[src/rtl/nic_pkg.sv]
package nic_pkg;
  localparam int LVL_W = 2;
  typedef logic [LVL_W-1:0] lvl_t;
  localparam lvl_t LVL_TOP = lvl_t'(2'b11);
  localparam int VEC_W = 16;
  localparam logic [VEC_W-1:0] BOOT_VEC = 16'hFFFE;
  localparam logic [VEC_W-1:0] TRAP_VEC = 16'hFFFC;
  localparam logic [VEC_W-1:0] IRQ_VEC0 = 16'hFFFA;

  function automatic logic [VEC_W-1:0] irq_vec(input int idx);
    return IRQ_VEC0 - VEC_W'(2 * idx);
  endfunction
endpackage

[src/rtl/nic_prio_regs.sv]
module nic_prio_regs #(
  parameter int N_IRQ  = 11,
  parameter int DATA_W = 8,
  parameter int RA_W   = 2,
  parameter logic [1:0] RST_PRIO = 2'b11
) (
  input  logic                clk,
  input  logic                rst,
  input  logic                we,
  input  logic [RA_W-1:0]     addr,
  input  logic [DATA_W-1:0]   wdata,
  output logic [2*N_IRQ-1:0]  prio_flat
);
  localparam int FPR = DATA_W / 2;

  for (genvar i = 0; i < N_IRQ; i++) begin : g_fld
    localparam int REG_IDX = i / FPR;
    localparam int FLD_IDX = i % FPR;
    always_ff @(posedge clk) begin
      if (rst) begin
        prio_flat[2*i +: 2] <= RST_PRIO;
      end else if (we && (addr == RA_W'(REG_IDX))) begin
        prio_flat[2*i +: 2] <= wdata[2*FLD_IDX +: 2];
      end
    end
  end
endmodule

[src/rtl/nic_arbiter.sv]
module nic_arbiter #(
  parameter int N_IRQ = 11,
  parameter int IDX_W = 4
) (
  input  logic [N_IRQ-1:0]    req,
  input  logic [2*N_IRQ-1:0]  prio_flat,
  input  logic [1:0]          cur_lvl,
  output logic                hit,
  output logic [IDX_W-1:0]    win_idx,
  output logic [1:0]          win_prio
);
  logic [N_IRQ-1:0] elig;

  for (genvar i = 0; i < N_IRQ; i++) begin : g_elig
    assign elig[i] = req[i] && (prio_flat[2*i +: 2] > cur_lvl);
  end

  // Scan from lowest hardware priority upward; >= lets lower indices
  // take ties.
  always_comb begin
    hit      = 1'b0;
    win_idx  = '0;
    win_prio = '0;
    for (int i = N_IRQ - 1; i >= 0; i--) begin
      if (elig[i] && (!hit || (prio_flat[2*i +: 2] >= win_prio))) begin
        hit      = 1'b1;
        win_idx  = IDX_W'(i);
        win_prio = prio_flat[2*i +: 2];
      end
    end
  end
endmodule

[src/rtl/nic_lvl_stack.sv]
module nic_lvl_stack #(
  parameter int DEPTH = 4,
  parameter int W     = 2
) (
  input  logic         clk,
  input  logic         rst,
  input  logic         push,
  input  logic         pop,
  input  logic [W-1:0] din,
  output logic [W-1:0] dout,
  output logic         empty,
  output logic         full
);
  localparam int CNT_W = $clog2(DEPTH + 1);
  localparam int PTR_W = (DEPTH > 1) ? $clog2(DEPTH) : 1;

  logic [W-1:0]     mem [DEPTH];
  logic [CNT_W-1:0] cnt;
  logic [CNT_W-1:0] top_idx;

  assign empty   = (cnt == '0);
  assign full    = (cnt == CNT_W'(DEPTH));
  assign top_idx = cnt - CNT_W'(1);
  assign dout    = mem[top_idx[PTR_W-1:0]];

  always_ff @(posedge clk) begin
    if (push && !full) begin
      mem[cnt[PTR_W-1:0]] <= din;
    end
  end

  always_ff @(posedge clk) begin
    if (rst) begin
      cnt <= '0;
    end else if (push && !full) begin
      cnt <= cnt + CNT_W'(1);
    end else if (pop && !empty) begin
      cnt <= cnt - CNT_W'(1);
    end
  end
endmodule

[src/rtl/nic_ctrl.sv]
module nic_ctrl
  import nic_pkg::*;
#(
  parameter int N_IRQ  = 11,
  parameter int DEPTH  = 4,
  parameter int DATA_W = 8,
  parameter int RA_W   = $clog2((N_IRQ + DATA_W/2 - 1) / (DATA_W/2))
) (
  input  logic               clk,
  input  logic               rst,
  input  logic [N_IRQ-1:0]   irq_req,
  input  logic               trap_req,
  input  logic               instr_end,
  input  logic               iret,
  input  logic [1:0]         core_lvl,
  input  logic               reg_we,
  input  logic [RA_W-1:0]    reg_addr,
  input  logic [DATA_W-1:0]  reg_wdata,
  output logic               accept,
  output logic               lvl_load,
  output logic [15:0]        vec_addr,
  output logic [1:0]         new_lvl,
  output logic               stk_err
);
  localparam int IDX_W = (N_IRQ > 1) ? $clog2(N_IRQ) : 1;

  logic [2*N_IRQ-1:0] prio_flat;
  logic               arb_hit;
  logic [IDX_W-1:0]   arb_idx;
  logic [1:0]         arb_prio;
  logic               boot_pend;
  logic               trap_pend;
  logic               stk_empty;
  logic               stk_full;
  logic [1:0]         stk_top;
  logic               want;
  logic               do_push;
  logic               do_pop;

  nic_prio_regs #(.N_IRQ(N_IRQ), .DATA_W(DATA_W), .RA_W(RA_W)) prio_i (
    .clk(clk), .rst(rst), .we(reg_we), .addr(reg_addr),
    .wdata(reg_wdata), .prio_flat(prio_flat)
  );

  nic_arbiter #(.N_IRQ(N_IRQ), .IDX_W(IDX_W)) arb_i (
    .req(irq_req), .prio_flat(prio_flat), .cur_lvl(core_lvl),
    .hit(arb_hit), .win_idx(arb_idx), .win_prio(arb_prio)
  );

  nic_lvl_stack #(.DEPTH(DEPTH), .W(LVL_W)) stk_i (
    .clk(clk), .rst(rst), .push(do_push), .pop(do_pop), .din(core_lvl),
    .dout(stk_top), .empty(stk_empty), .full(stk_full)
  );

  assign want    = !boot_pend && !iret && instr_end && (trap_pend || arb_hit);
  assign do_push = want && !stk_full;
  assign do_pop  = !boot_pend && iret && !stk_empty;

  always_ff @(posedge clk) begin
    if (rst) begin
      boot_pend <= 1'b1;
      trap_pend <= 1'b0;
      accept    <= 1'b0;
      lvl_load  <= 1'b0;
      stk_err   <= 1'b0;
      vec_addr  <= '0;
      new_lvl   <= '0;
    end else begin
      accept   <= 1'b0;
      lvl_load <= 1'b0;
      stk_err  <= 1'b0;
      if (boot_pend) begin
        boot_pend <= 1'b0;
        accept    <= 1'b1;
        lvl_load  <= 1'b1;
        vec_addr  <= BOOT_VEC;
        new_lvl   <= LVL_TOP;
      end else if (iret) begin
        if (stk_empty) begin
          stk_err <= 1'b1;
        end else begin
          lvl_load <= 1'b1;
          new_lvl  <= stk_top;
        end
      end else if (want) begin
        if (stk_full) begin
          stk_err <= 1'b1;
        end else begin
          accept   <= 1'b1;
          lvl_load <= 1'b1;
          if (trap_pend) begin
            trap_pend <= 1'b0;
            vec_addr  <= TRAP_VEC;
            new_lvl   <= LVL_TOP;
          end else begin
            vec_addr <= irq_vec(int'(arb_idx));
            new_lvl  <= arb_prio;
          end
        end
      end
      if (trap_req) begin
        trap_pend <= 1'b1;
      end
    end
  end
endmodule

[config.mk]
export PLATFORM = sky130hd
export DESIGN_NAME = nic_ctrl
export DESIGN_NICKNAME = d
export VERILOG_FILES = /design/src/rtl/nic_pkg.sv /design/src/rtl/nic_prio_regs.sv /design/src/rtl/nic_arbiter.sv /design/src/rtl/nic_lvl_stack.sv /design/src/rtl/nic_ctrl.sv
export SDC_FILE = /design/constraint.sdc
export NUM_CORES = 1
export LEC_CHECK = 0
export ABC_CLOCK_PERIOD_IN_PS = 18600
export BUFFER_PORTS_ARGS = -buffer_cell sky130_fd_sc_hd__buf_2
export CAP_MARGIN = 20
export CORE_AREA = 2 2 109 111
export CTS_BUF_LIST = sky130_fd_sc_hd__clkbuf_8
export DETAILED_ROUTE_END_ITERATION = 10
export DIE_AREA = 0 0 111 113
export SLEW_MARGIN = 20
export SYNTH_ARGS = -nofsm -noshare
export SYNTH_HDL_FRONTEND = slang
export SYNTH_SLANG_ARGS = --single-unit
[constraint.sdc]
create_clock -name clk -period 18.6 [get_ports clk]
set_input_delay 2.79 -clock clk [delete_from_list [all_inputs] [get_ports clk]]
set_output_delay 2.79 -clock clk [all_outputs]
set_load 0.1 [all_outputs]
== After elaboration in Yosys (flattened, before gate mapping) ==
Memories as Yosys holds them, arrays and structs flattened.
Index checks and enable logic that the tools add are counted.
Widths: inputs -> output; s select.
Word-level totals
  flip-flop bits (word level): 48
  bits in writable memories: 8
  input bits: 29
  output and inout bits: 21
  word-level logic and storage cells: 190
  memories kept: 1
Memory list
  stk_i.mem: words 4, width 2, rd ports 1, clocked after memory_dff 0, write ports 1, RTL line nic_lvl_stack.sv:17  | logic [W-1:0] mem [DEPTH];
Operators by class
  $add $sub $neg: 3
  order comparisons: 21
  equal/unequal tests: 10
  mux-type cells: 65
  bitwise logic cells: 2
  reduce and logical (&&, ||, !) cells: 68
Operators with widths (number)
  $mux 16: 5
  $mux 4: 11
  $mux 2: 17
  $logic_and 1x1->1: 32
  $mux 1: 30
  $gt 2x2->1: 11
  $ge 2x2->1: 10
  $logic_not 1->1: 14
  $logic_or 1x1->1: 11
  $reduce_and 3->1: 3
  $ne 2x2->1 const B: 4
  $sub 4x6->7 const A: 1
  $mux 3: 2
  $ne 3x3->1 const B: 2
  $reduce_bool 2->1: 3
  $reduce_and 4->1: 1
  $add 3x1->3 const B: 1
  $eq 3x3->1 const B: 1
  $logic_not 3->1: 1
  $reduce_bool 3->1: 1
  $sub 3x1->3 const B: 1
  $eq 2x1->1 const B: 1
  $eq 2x2->1 const B: 1
  $logic_not 2->1: 1
  3 further kinds: 4

== Longest topological paths before layout ==
  depth after elaboration: 49
  depth in mapped cells: 70
  depth with buffers taken out: 69

== Hierarchy ==
Synthesis repeated with hierarchy kept, for this count alone.
Second synthesis, totals
  cells, all modules: 408
  area, all modules: 3728.6 sq um
By module, submodules not included
  nic_arbiter: times used 1, cells an instance 210, area each 1644.1 sq um, sequential area each 0.0 sq um
  nic_prio_regs: times used 1, cells an instance 82, area each 824.5 sq um, sequential area each 440.4 sq um
  nic_ctrl: times used 1, cells an instance 74, area each 693.2 sq um, sequential area each 260.2 sq um
  nic_lvl_stack: times used 1, cells an instance 42, area each 566.8 sq um, sequential area each 300.3 sq um

== Least setup slack after synthesis ==
OpenSTA, ideal clock, no wires.
  kind: in2reg
  from: input port core_lvl[1]
  to: register vec_addr[3]
  setup time: 0.091 ns
  arrival time: 15.300 ns
  required time: 18.509 ns
  path slack: 3.209 ns
  cell stages on the path: 69
  path buffers: 1
  cells stage by stage: inv_1 > ha_1 > a21boi_1 > o21ai_0 > nor2_1 > ha_1 > nand2b_1 > a21oi_1 > a21oi_1 > a21o_1 > ha_1 > nand2b_1 > a21oi_1 > o21ai_1 > a221o_1 > o21a_1 > ha_1 > nand2b_1 > [33 not listed] > a21o_1 > mux2_4 > ha_1 > nand2b_1 > a21oi_1 > a21oi_1 > a21oi_1 > o21ai_2 > nand2_1 > ha_1 > nand2b_1 > a21oi_1 > a21oi_1 > nor2_1 > nand3_1 > a21oi_1 > ha_1 > a311oi_1
On the way
  longest elaborated chain between the ends: 49
  elaborated cells on any way between the ends: 104
  those cells by class: add/sub: 1; order compare: 21; mux: 37; reduce/logical: 45
Ends and longest elaborated chain
  start, declared: RTL line nic_ctrl.sv:15  | input logic [1:0] core_lvl,
  $gt 2x2->1: RTL line nic_arbiter.sv:15  | assign elig[i] = req[i] && (prio_flat[2*i +: 2] > cur_lvl);
  $logic_and 1x1->1: RTL line nic_arbiter.sv:15
  $mux 2 / $mux 1 (equally long branches): RTL line nic_arbiter.sv:25  | if (elig[i] && (!hit || (prio_flat[2*i +: 2] >= win_prio))) begin
  $ge 2x2->1 / $logic_not 1->1 (equally long branches): RTL line nic_arbiter.sv:25
  $logic_or 1x1->1: RTL line nic_arbiter.sv:25
  $logic_and 1x1->1: RTL line nic_arbiter.sv:25
  $mux 2 / $mux 1 (equally long branches): RTL line nic_arbiter.sv:25
  $ge 2x2->1 / $logic_not 1->1 (equally long branches): RTL line nic_arbiter.sv:25
  [33 not listed]
  $logic_and 1x1->1: RTL line nic_arbiter.sv:25
  $mux 4: RTL line nic_arbiter.sv:25
  $sub 4x6->7: RTL line nic_pkg.sv:11  | return IRQ_VEC0 - VEC_W'(2 * idx);
  $mux 16: RTL line nic_ctrl.sv:91  | if (trap_pend) begin
  $mux 16: RTL line nic_ctrl.sv:86  | if (stk_full) begin
  $mux 16: RTL line nic_ctrl.sv:85  | end else if (want) begin
  $mux 16: RTL line nic_ctrl.sv:78  | end else if (iret) begin
  $mux 16: RTL line nic_ctrl.sv:72  | if (boot_pend) begin
  end signal, assigned: RTL line nic_ctrl.sv:96  | vec_addr <= irq_vec(int'(arb_idx));
  end, declared: RTL line nic_ctrl.sv:21  | output logic [15:0] vec_addr,
Parallel ways exist; a longest one is shown, timed or not. The select of a mux whose other input is x is not followed.
A chain may end at the register's enable or synchronous reset.

== Final worst setup path ==
Same ends and word-level chain as after synthesis.

==> impl_metrics.sql <==
INSERT INTO impl_metrics (metric_group, metric, value, unit) VALUES
('placement', 'portBuffers', '48', ''),
('timing', 'timing.clock.skew', '0.00650', 'ns'),
('global_route', 'overall_track_demand_over_capacity_in_global_routing', '14.7', '%'),
('routing', 'viasPerCell', '5.15', ''),
('clock_tree', 'max-clock-path-buffers', '2', ''),
('worst_setup_path', 'setup.worst_path.end_class', 'flop', ''),
('final_layout', 'layout-drive-gt1-share', '17.9', '%'),
('clock_tree', 'clock_tree_from_tritoncts', 'yes', ''),
('synthesis', 'asyncSetResetFlopFracSynth', '0', '%'),
('synthesis', 'ys.flop_type', 'dfxtp_1', ''),
('final_layout', 'multi_input_gate_area_in_the_final_layout', '2290', 'um2'),
('power', 'report.power.total', '317', 'uW'),
('placement', 'placement.setup.worst_slack', '1.50', 'ns'),
('synthesis', 'synth_top_cells_by_area', 'dfxtp_1 22%, ha_1 17%, edfxtp_1 6.9%', ''),
('global_route', 'largest_net_degree_at_the_start_of_global_routing', '27', ''),
('synthesis', 'synth_cell_type_count', '69', ''),
('synthesis', 'synth_seq_cells', '46', ''),
('routing', 'drc', '0', ''),
('clock_tree', 'post-cts-setup-buffer-count', '0', ''),
('floorplanning', 'die_x', '111', 'um'),
('global_route', 'antenna_found_initial', '0', ''),
('placement', 'dpl.cell_count', '577', ''),
('timing', 'final.min_clock_period', '16.89', 'ns'),
('power', 'cellPowerDensity', '81.6', 'nW/um2'),
('synthesis', 'portion_of_the_post_synthesis_area_used_by_sequential_elements', '28.8', '%'),
('clock_tree', 'cts.sink_count', '46', ''),
('floorplanning', 'floorplan.rows', '39', ''),
('timing', 'highest_clock_rate', '0.0592', 'GHz'),
('routing', 'drt_pass1_iterations', '4', ''),
('worst_setup_path', 'crit_fanout', '11', ''),
('final_layout', 'regArea', '1000', 'um2'),
('worst_setup_path', 'cpPeakStageDelay', '0.57', 'ns'),
('power', 'sequentialPowerShare', '35.5', '%'),
('global_route', 'grt_first_pass_wirelength', '15000', 'um'),
('power', 'leakagePower', '1.77', 'nW'),
('timing', 'setup_tns', '0', 'ns'),
('timing', 'fin_ws', '1.71', 'ns'),
('power', 'p_switching', '134', 'uW'),
('floorplanning', 'coreArea', '11300', 'um2'),
('synthesis', 'mappedNetlistArea', '3470', 'um2'),
('floorplanning', 'io_pins', '50', ''),
('power', 'peakVddDrop', '0.0000526', 'V'),
('final_layout', 'fill_cells', '1163', ''),
('timing', 'worst_pin_slew', '0.957', 'ns'),
('placement', 'post_detailed_placement_half_perimeter_wirelength', '6710', 'um'),
('synthesis', 'synth_top_cell_area_share', '21.9', '%'),
('clock_tree', 'clock_tree.root_cell', 'clkbuf_8', ''),
('synthesis', 'yosysWarnings', '0', ''),
('worst_setup_path', 'crit_arrival', '17.12', 'ns'),
('timing', 'timing.max_slew.rel_slack', '35.9', '%'),
('floorplanning', 'die_h', '113', 'um'),
('routing', 'detail-route-antenna-nets', '0', ''),
('final_layout', 'final_cells', '585', ''),
('routing', 'wire_per_inst', '15.0', 'um'),
('flow_run', 'timing.max_cap.violations', '0', ''),
('synthesis', 'postSynthAreaPerCell', '8.60', 'um2'),
('status', 'outcome', 'finished, final reports clean', ''),
('timing', 'hold_viol_final', '0', ''),
('power', 'switching_part_of_the_total_power', '42.4', '%'),
('timing', 'timing_max_transition_violations_final', '0', ''),
('power', 'combPwrFrac', '44.2', '%'),
('timing', 'timing.hold.ws', '0.489', 'ns'),
('worst_setup_path', 'cpMostUsedCell', 'a21oi_1', ''),
('clock_tree', 'postCtsResizedCells', '0', ''),
('routing', 'route.final.wire_length', '8750', 'um'),
('clock_tree', 'h-tree-depth', '2', ''),
('floorplanning', 'floorplan.initialDensity', '30.8', '%'),
('timing', 'post-route-period-util', '90.8', '%'),
('clock_tree', 'clock_latency', '0.32', 'ns'),
('worst_setup_path', 'critPathLaunchType', 'input pin', ''),
('power', 'p_int', '182', 'uW');
per-stage QoR:
step | utilization, % | cell area [um2]
6_report | 34.4 | 3880
4_1_cts | 34.4 | 3880
5_1_grt | 34.4 | 3880
3_5_place_dp | 33.6 | 3790
2_1_floorplan | - | 3470
3_3_place_gp | 33.6 | 3790
sequential cells by signal, summed over array words and instances, names as in the netlist:
register / cells
boot_pend: 1
stk_i.cnt: 3
lvl_load: 1
prio_i.prio_flat: 22
stk_err: 1
trap_pend: 1
accept: 1
new_lvl: 2
vec_addr: 6
stk_i.mem: 8
final timing paths:
check / start / to / cells past startpoint
worst max-delay path: core_lvl[1] / vec_addr[3] / 69
worst min-delay path: vec_addr[5] / vec_addr[5] / 2
worst max register to register: prio_i.prio_flat[21] / vec_addr[3] / 67
worst min register to register: vec_addr[5] / vec_addr[5] / 2
per-layer routing:
metal / track usage, % / part of all wire, % / routed length (um) / vias to the layer above
li1: - / - / - / 1535
met1: 18.5 / 48 / 4220 / 1399
met2: 25.6 / 46 / 3990 / 65
met3: 3.05 / 4.6 / 403 / 14
met4: 4.08 / 1.5 / 133 / 0
met5: 0 / 0 / 0 / -
logic make-up (layout without fill, tap and decap cells):
family	count (synthesis)	in the layout	share of synthesized area [%]
AND/OR/NAND/NOR	147	147	21.2
other	1	1	0.108
AO/OA/AOI/OAI	109	109	22.5
buffers and inverters	39	77	5.30
multiplexers	13	13	4.79
XOR/XNOR	3	3	0.757
adder cells (fa/ha/maj)	46	46	16.6
flip-flops	46	46	28.8
cells in the mapped netlist (2+ instances only):
library cell	count
mux4_2	2
a31oi_1	4
buf_4	10
o21ai_0	11
nor2b_1	13
dfxtp_1	38
mux2_4	2
edfxtp_1	8
o22ai_1	2
nor2_1	26
o311a_1	2
clkbuf_1	8
xnor2_1	3
and3_1	3
nand2b_1	9
nor3_1	4
a21o_1	4
nand2_1	58
o21a_1	6
inv_1	20
a21oi_1	30
a21boi_1	2
and2_1	6
o211ai_1	15
o21ai_2	2
a221oi_1	2
nand3_1	9
or2_2	3
nand4_1	3
o211a_1	2
ha_1	46
a311oi_1	3
a22o_1	2
o31ai_1	3
mux2i_1	8
nor3b_1	2
area by class of cell:
cell class / instances / area share [%]
Sequential cell: 46 / 25.8
Clock buffer: 5 / 1.77
Clock inverter: 3 / 0.452
Inverter: 21 / 2.03
Multi-Input combinational cell: 319 / 59.1
Tap cell: 143 / 4.61
Timing Repair Buffer: 48 / 6.19
worst max-delay path, delay by kind of cell:
kind | cells | cell delay, ns
AOI/OAI and AO/OA | 34 | 6.99
adders and majority gates | 12 | 3.34
and+or+nand+nor | 18 | 2.43
muxes | 3 | 1.07
buffers and inverters | 2 | 0.50
placed cells by master (no fill, tap or decap), types with 2 or more instances in the layout:
| cell type | Yosys | layout |
|---|---|---|
| inv_1 | 20 | 21 |
| and3_1 | 3 | 3 |
| or2_2 | 3 | 3 |
| dfxtp_1 | 38 | 38 |
| and2_1 | 6 | 6 |
| a31oi_1 | 4 | 4 |
| ha_1 | 46 | 46 |
| o22ai_1 | 2 | 2 |
| mux4_2 | 2 | 2 |
| mux2i_1 | 8 | 8 |
| o211ai_1 | 15 | 15 |
| o21a_1 | 6 | 6 |
| xnor2_1 | 3 | 3 |
| clkbuf_8 | 0 | 5 |
| o21ai_2 | 2 | 2 |
| a221oi_1 | 2 | 2 |
| nor2b_1 | 13 | 13 |
| a21oi_1 | 30 | 30 |
| mux2_4 | 2 | 2 |
| a311oi_1 | 3 | 3 |
| a22o_1 | 2 | 2 |
| nor2_1 | 26 | 26 |
| buf_2 | 0 | 48 |
| nand2_1 | 58 | 58 |
| nand4_1 | 3 | 3 |
| a21o_1 | 4 | 4 |
| o31ai_1 | 3 | 3 |
| nand2b_1 | 9 | 9 |
| o21ai_0 | 11 | 11 |
| edfxtp_1 | 8 | 8 |
| a21boi_1 | 2 | 2 |
| nor3_1 | 4 | 4 |
| o311a_1 | 2 | 2 |
| nand3_1 | 9 | 9 |
| o211a_1 | 2 | 2 |
power by group through the flow:
stage	clock network, mW	registers (mW)	logic, mW
after CTS	0.0674	0.112	0.140
after global placement	0	0.114	0.136
after detailed placement	0	0.115	0.139
final	0.0645	0.112	0.140
after global routing	0.0708	0.113	0.155
after floorplan	0	0.130	0.0960
Note: power is estimated with default switching activity, not from simulation.
